`src/rtl/vint_pkg.sv`:
```
package vint_pkg;

    localparam int unsigned SRC_COUNT_DEF = 80;

    typedef enum logic [1:0] {
        SVC_IDLE = 2'd0,
        SVC_LO   = 2'd1,
        SVC_HI   = 2'd2,
        SVC_NEST = 2'd3
    } svc_e;

    typedef struct packed {
        logic hi_any;
        logic lo_any;
    } grp_pend_t;

    function automatic logic lo_allowed(input svc_e s);
        return s == SVC_IDLE;
    endfunction

    function automatic logic hi_allowed(input svc_e s);
        return (s == SVC_IDLE) || (s == SVC_LO);
    endfunction

endpackage

```
`src/rtl/vint_qualify.sv`:
```
module vint_qualify #(
    parameter int unsigned        NUM_SRC   = 80,
    parameter logic [NUM_SRC-1:0] RSVD_MASK = '0
) (
    input  logic [NUM_SRC-1:0] req,
    input  logic [NUM_SRC-1:0] en,
    input  logic [NUM_SRC-1:0] hi,
    input  logic               grp_hi_en,
    input  logic               grp_lo_en,
    output logic [NUM_SRC-1:0] elig_hi,
    output logic [NUM_SRC-1:0] elig_lo
);
    logic [NUM_SRC-1:0] live;

    assign live = req & en & ~RSVD_MASK;

    for (genvar i = 0; i < NUM_SRC; i++) begin : g_src
        assign elig_hi[i] = live[i] &  hi[i] & grp_hi_en;
        assign elig_lo[i] = live[i] & ~hi[i] & grp_lo_en;
    end
endmodule

```
`src/rtl/vint_pick.sv`:
```
module vint_pick #(
    parameter int unsigned NUM_SRC = 80,
    parameter int unsigned VEC_W   = 7
) (
    input  logic [NUM_SRC-1:0] mask,
    output logic               found,
    output logic [VEC_W-1:0]   idx
);
    always_comb begin
        found = 1'b0;
        idx   = '0;
        for (int i = NUM_SRC - 1; i >= 0; i--) begin
            if (mask[i]) begin
                found = 1'b1;
                idx   = VEC_W'(i);
            end
        end
    end
endmodule

```
`src/rtl/vint_nest.sv`:
```
module vint_nest
    import vint_pkg::*;
#(
    parameter int unsigned VEC_W = 7
) (
    input  logic             clk,
    input  logic             rst,
    input  logic             take,
    input  logic             take_hi,
    input  logic [VEC_W-1:0] take_vec,
    input  logic             ret,
    output svc_e             state,
    output logic [VEC_W-1:0] cur_vec
);
    svc_e             state_q, state_d;
    logic [VEC_W-1:0] lo_vec_q, hi_vec_q;

    always_comb begin
        state_d = state_q;
        if (take) begin
            unique case (state_q)
                SVC_IDLE: state_d = take_hi ? SVC_HI : SVC_LO;
                SVC_LO:   state_d = SVC_NEST;
                default:  state_d = state_q;
            endcase
        end else if (ret) begin
            unique case (state_q)
                SVC_NEST: state_d = SVC_LO;
                SVC_HI:   state_d = SVC_IDLE;
                SVC_LO:   state_d = SVC_IDLE;
                default:  state_d = state_q;
            endcase
        end
    end

    always_ff @(posedge clk) begin
        if (rst) begin
            state_q  <= SVC_IDLE;
            lo_vec_q <= '0;
            hi_vec_q <= '0;
        end else begin
            state_q <= state_d;
            if (take && take_hi)  hi_vec_q <= take_vec;
            if (take && !take_hi) lo_vec_q <= take_vec;
        end
    end

    assign state = state_q;

    always_comb begin
        unique case (state_q)
            SVC_LO:           cur_vec = lo_vec_q;
            SVC_HI, SVC_NEST: cur_vec = hi_vec_q;
            default:          cur_vec = '0;
        endcase
    end
endmodule

```
`src/rtl/vint_arb.sv`:
```
module vint_arb
    import vint_pkg::*;
#(
    parameter int unsigned        NUM_SRC   = SRC_COUNT_DEF,
    parameter int unsigned        VEC_W     = $clog2(NUM_SRC),
    parameter logic [NUM_SRC-1:0] RSVD_MASK = NUM_SRC'(64'h8000_0000_0000_0000)
) (
    input  logic               clk,
    input  logic               rst,
    input  logic               vec_mode_en,
    input  logic               grp_hi_en,
    input  logic               grp_lo_en,
    input  logic               sw_set,
    input  logic [NUM_SRC-1:1] irq_req,
    input  logic [NUM_SRC-1:0] irq_en,
    input  logic [NUM_SRC-1:0] irq_hi,
    input  logic               ack,
    input  logic               reti,
    output logic               vec_valid,
    output logic [VEC_W-1:0]   vec_num,
    output logic               vec_hi,
    output logic               pend_hi,
    output logic               pend_lo,
    output logic [1:0]         svc_state,
    output logic [VEC_W-1:0]   svc_vec
);
    logic               sw_q;
    logic [NUM_SRC-1:0] req_all, elig_hi, elig_lo;
    logic               hit_hi, hit_lo;
    logic [VEC_W-1:0]   vec_hi_c, vec_lo_c;
    svc_e               state;
    grp_pend_t          pend_q;
    logic               vld_q, grp_q;
    logic [VEC_W-1:0]   num_q;
    logic               take, ret, use_hi, use_lo, offer;

    assign req_all = {irq_req, sw_q};

    vint_qualify #(.NUM_SRC(NUM_SRC), .RSVD_MASK(RSVD_MASK)) u_qual (
        .req(req_all), .en(irq_en), .hi(irq_hi),
        .grp_hi_en(grp_hi_en), .grp_lo_en(grp_lo_en),
        .elig_hi(elig_hi), .elig_lo(elig_lo)
    );

    vint_pick #(.NUM_SRC(NUM_SRC), .VEC_W(VEC_W)) u_pick_hi (
        .mask(elig_hi), .found(hit_hi), .idx(vec_hi_c)
    );

    vint_pick #(.NUM_SRC(NUM_SRC), .VEC_W(VEC_W)) u_pick_lo (
        .mask(elig_lo), .found(hit_lo), .idx(vec_lo_c)
    );

    assign take   = ack & vld_q;
    assign ret    = reti & ~take;
    assign use_hi = hit_hi & hi_allowed(state);
    assign use_lo = ~use_hi & hit_lo & lo_allowed(state);
    assign offer  = vec_mode_en & (use_hi | use_lo) & ~take;

    vint_nest #(.VEC_W(VEC_W)) u_nest (
        .clk(clk), .rst(rst),
        .take(take), .take_hi(grp_q), .take_vec(num_q),
        .ret(ret), .state(state), .cur_vec(svc_vec)
    );

    always_ff @(posedge clk) begin
        if (rst) begin
            sw_q   <= 1'b0;
            pend_q <= '0;
            vld_q  <= 1'b0;
            grp_q  <= 1'b0;
            num_q  <= '0;
        end else begin
            sw_q          <= sw_set | (sw_q & ~(take && num_q == '0));
            pend_q.hi_any <= hit_hi;
            pend_q.lo_any <= hit_lo;
            vld_q         <= offer;
            grp_q         <= offer & use_hi;
            num_q         <= offer ? (use_hi ? vec_hi_c : vec_lo_c) : '0;
        end
    end

    assign vec_valid = vld_q;
    assign vec_num   = num_q;
    assign vec_hi    = grp_q;
    assign pend_hi   = pend_q.hi_any;
    assign pend_lo   = pend_q.lo_any;
    assign svc_state = state;
endmodule

```
`config.mk`:
```
export PLATFORM = sky130hd
export DESIGN_NAME = vint_arb
export DESIGN_NICKNAME = d
export VERILOG_FILES = /design/src/rtl/vint_pkg.sv /design/src/rtl/vint_qualify.sv /design/src/rtl/vint_pick.sv /design/src/rtl/vint_nest.sv /design/src/rtl/vint_arb.sv
export SDC_FILE = /design/constraint.sdc
export NUM_CORES = 1
export LEC_CHECK = 0
export ABC_AREA = 1
export ABC_CLOCK_PERIOD_IN_PS = 14000
export BUFFER_PORTS_ARGS = -buffer_cell sky130_fd_sc_hd__buf_2
export CAP_MARGIN = 20
export CORE_AREA = 2 2 133 135
export DETAILED_ROUTE_END_ITERATION = 6
export DIE_AREA = 0 0 135 137
export PLACE_DENSITY = 0.65
export SETUP_SLACK_MARGIN = 0.4
export SLEW_MARGIN = 10
export SYNTH_ARGS = -nofsm -noshare
export SYNTH_HDL_FRONTEND = slang
export SYNTH_HIERARCHICAL = 1
export SYNTH_SLANG_ARGS = --single-unit
```
`constraint.sdc`:
```
create_clock -name clk -period 14 [get_ports clk]
set_input_delay 2.1 -clock clk [delete_from_list [all_inputs] [get_ports clk]]
set_output_delay 2.1 -clock clk [all_outputs]
set_load 0.01 [all_outputs]
```
==> results.json <==
{
  "placed_area_mm2": 0.00734,
  "core_mm2": 0.0171,
  "track_usage_pct": 18.8,
  "synth_top_area_cell": "nand2_1",
  "finalCritPeriodShare_pct": 50.5,
  "root_buffer": "clkbuf_16",
  "synth_xor_xnor_area_share_pct": 0,
  "grt_pass1_vias": 6475,
  "clkTransAtPathRegs_ns": 0.06,
  "synth_area_mm2": 0.00589,
  "worst_setup_path_start_kind": "primary input",
  "cts_setup_buffers": 0,
  "hold_path_end": "sw_q",
  "synth_commonest_cells": "491 x nand2_1, 274 x nor2_1, 232 x inv_1",
  "synthSimpleGateAreaFrac_pct": 57.0,
  "startpoint": "grp_hi_en",
  "seqCellArea_um2": 561,
  "path_max_fanout": 79,
  "drv_cap": 0,
  "synth.mux.area_fraction_pct": 0,
  "drt_wl_total_mm": 17.8,
  "syn_to_final_growth_pct": 26.3,
  "rrSetupSlack_ns": 11.79,
  "drc_errors": 0,
  "die_h_um": 137,
  "yosys_warnings": 6,
  "hpwl_mm": 15.4,
  "netlist_top_cells_area": "nand2_1 31%, nor2_1 17%, inv_1 15%",
  "nFillCells": 1956,
  "reg2reg_depth": 16,
  "r2r_end": "vec_num[4]",
  "rsz0062_at_grt": "false",
  "cts_sinks": 28,
  "holdCritStartpoint": "sw_q",
  "layout.nets": 1749,
  "clock_path_buffers": 2,
  "via_count": 7326,
  "place_congestion": 0.821,
  "tightest_slew_ns": 0.889,
  "die-area_mm2": 0.0185,
  "final_hold_viol_count": 0,
  "synth_ff_type": "dfxtp_1",
  "cp.arrival_ns": 7.26,
  "dr.pass1.iters": 5,
  "crit_slowest_cell": "buf_4",
  "slowest_delay_ns": 0.65,
  "cts_htree_levels": 1,
  "max_slew_margin_pct": 40.7,
  "drt-initial-drc-count": 257,
  "avgViaCountPerCell": 4.26,
  "grt_pass1_wl_mm": 28.9,
  "status": "complete, no violations",
  "yosysMostFrequentCell": "nand2_1",
  "port_buffers": 263,
  "start_util_pct": 34.5,
  "fin_crit_ns": 7.07,
  "setup_tns_ns": 0,
  "synth_cell_types": 39,
  "fin_skew_ns": 0.00450,
  "synth_adder_area_share_pct": 1.28,
  "final_antenna_net_count": 0,
  "required_ns": 14.19,
  "insertion_delay_ns": 0.26,
  "fin_area_mm2": 0.00744,
  "min_path_cells": 2,
  "std_cell_rows": 48,
  "synth-seq-area-share_pct": 9.52,
  "antenna_found_initial": 1,
  "io_pins": 267,
  "slew_violations": 0,
  "hp-class": "reg -> reg",
  "chipWidth_um": 135,
  "p_leak_nw": 4.50,
  "synthArstFlopShare_pct": 0,
  "path_class": "in -> reg",
  "synth_top_area_share_pct": 31.3,
  "cts_made_buffers": 3,
  "synth_edf_count": 0,
  "setup_viol": 0,
  "rr_startpoint": "sw_q",
  "end_kind": "flop",
  "multi_input_area_mm2": 0.00383,
  "ir_drop_mv": 0.0484,
  "hold_buffers": 0,
  "synth_compound_area_share_pct": 6.78,
  "clock.fmax_mhz": 141,
  "syn_inst": 1248,
  "avgSynthCellArea_um2": 4.72,
  "p_per_area_mw_per_mm2": 51.9,
  "tritoncts": "yes",
  "crit_top_cell": "nand2_1",
  "cts_resized": 0,
  "ys_seq_elements": 28,
  "grt-ovfl-total": 0,
  "grt_max_degree": 80,
  "wl_per_cell_um": 10.3,
  "synth_top_family_by_area": "simple AND/OR/NAND/NOR gates",
  "drive_gt1_share_pct": 22.7
}
sequential cells by signal, indices dropped and copies added, names as in the netlist:
register,flops
vec_hi,1
vec_num,7
u_nest/lo_vec_q,7
pend_hi,1
pend_lo,1
u_nest/state,2
sw_q,1
u_nest/hi_vec_q,7
vec_valid,1
per-stage QoR:
stage / instances / hold WS [ns] / setup slack [ns] / power (mW) / utilization, %
6_report: 1721 / 0.479 / 6.93 / 0.386 / 43.6
5_1_grt: 1721 / 0.505 / 5.80 / 0.429 / 43.6
4_1_cts: 1720 / 0.487 / 6.85 / 0.390 / 43.6
3_5_place_dp: 1716 / 0.472 / 6.59 / 0.320 / 43.1
3_3_place_gp: 1716 / 0.463 / 6.62 / 0.317 / 43.1
2_1_floorplan: 1249 / 0.433 / 7.83 / 0.243 / -
cells by family (layout without fill, tap and decap cells):
group / count (synthesis) / in the layout
AOI/OAI and AO/OA: 68 / 68
adders and majority gates: 6 / 6
buffers and inverters: 298 / 544
DFF: 28 / 28
other: 1 / 3
and+or+nand+nor: 847 / 847
critical path: cells and delay by family:
kind	cells	cell delay [ns]
buf+inv	2	0.73
compound gates	2	0.29
simple gates	80	4.15
worst max-delay path by stage:
| stage | endpoint | depth (start not counted) |
|---|---|---|
| 6_report | vec_num[0] | 84 |
| 5_1_grt | vec_num[0] | 84 |
| 4_1_cts | vec_num[0] | 84 |
| 3_5_place_dp | vec_num[0] | 84 |
| 3_3_place_gp | vec_num[0] | 84 |
| 2_1_floorplan | vec_num[0] | 84 |
routing by layer:
layer	track usage (%)	vias up	wire length, um
li1	-	4125	-
met1	24.1	3007	8300
met2	34.9	188	8340
met3	1.93	6	1010
met4	1.91	0	117
met5	0	-	0
cell usage in the layout (no fill, tap or decap), drive strengths merged:
| cell | netlist | layout |
|---|---|---|
| a211oi | 2 | 2 |
| inv | 252 | 252 |
| o2111ai | 2 | 2 |
| ha | 6 | 6 |
| nand4 | 2 | 2 |
| nand3b | 1 | 1 |
| clkbuf | 2 | 4 |
| buf | 21 | 265 |
| dfxtp | 28 | 28 |
| or2 | 2 | 2 |
| nor4 | 14 | 14 |
| nand2 | 502 | 502 |
| nor2 | 285 | 285 |
| conb | 1 | 2 |
| clkinv | 1 | 1 |
| nor4b | 1 | 1 |
| a311oi | 2 | 2 |
| nor3 | 13 | 13 |
| diode | 0 | 1 |
| bufinv | 22 | 22 |
| a31oi | 4 | 4 |
| nand3 | 27 | 27 |
| o311ai | 6 | 6 |
| a21oi | 31 | 31 |
| o21ai | 21 | 21 |
where the power goes:
group	leakage [nW]	internal [mW]	total, mW	switching, mW
Sequential	0.229	0.0854	0.0917	0.00622
Combinational	4.22	0.0921	0.225	0.132
Clock	0.0442	0.0438	0.0699	0.0261
Total	4.50	0.221	0.386	0.165
layout make-up:
cell class	instances	area share (%)
well taps	225	3.79
clock buffers	4	1.19
diodes	1	0.0337
inverters	275	18.0
multi-input cells	923	51.6
flip-flops and latches	28	7.54
repair buffers	265	17.9
Power figures use the tool's default switching activity.
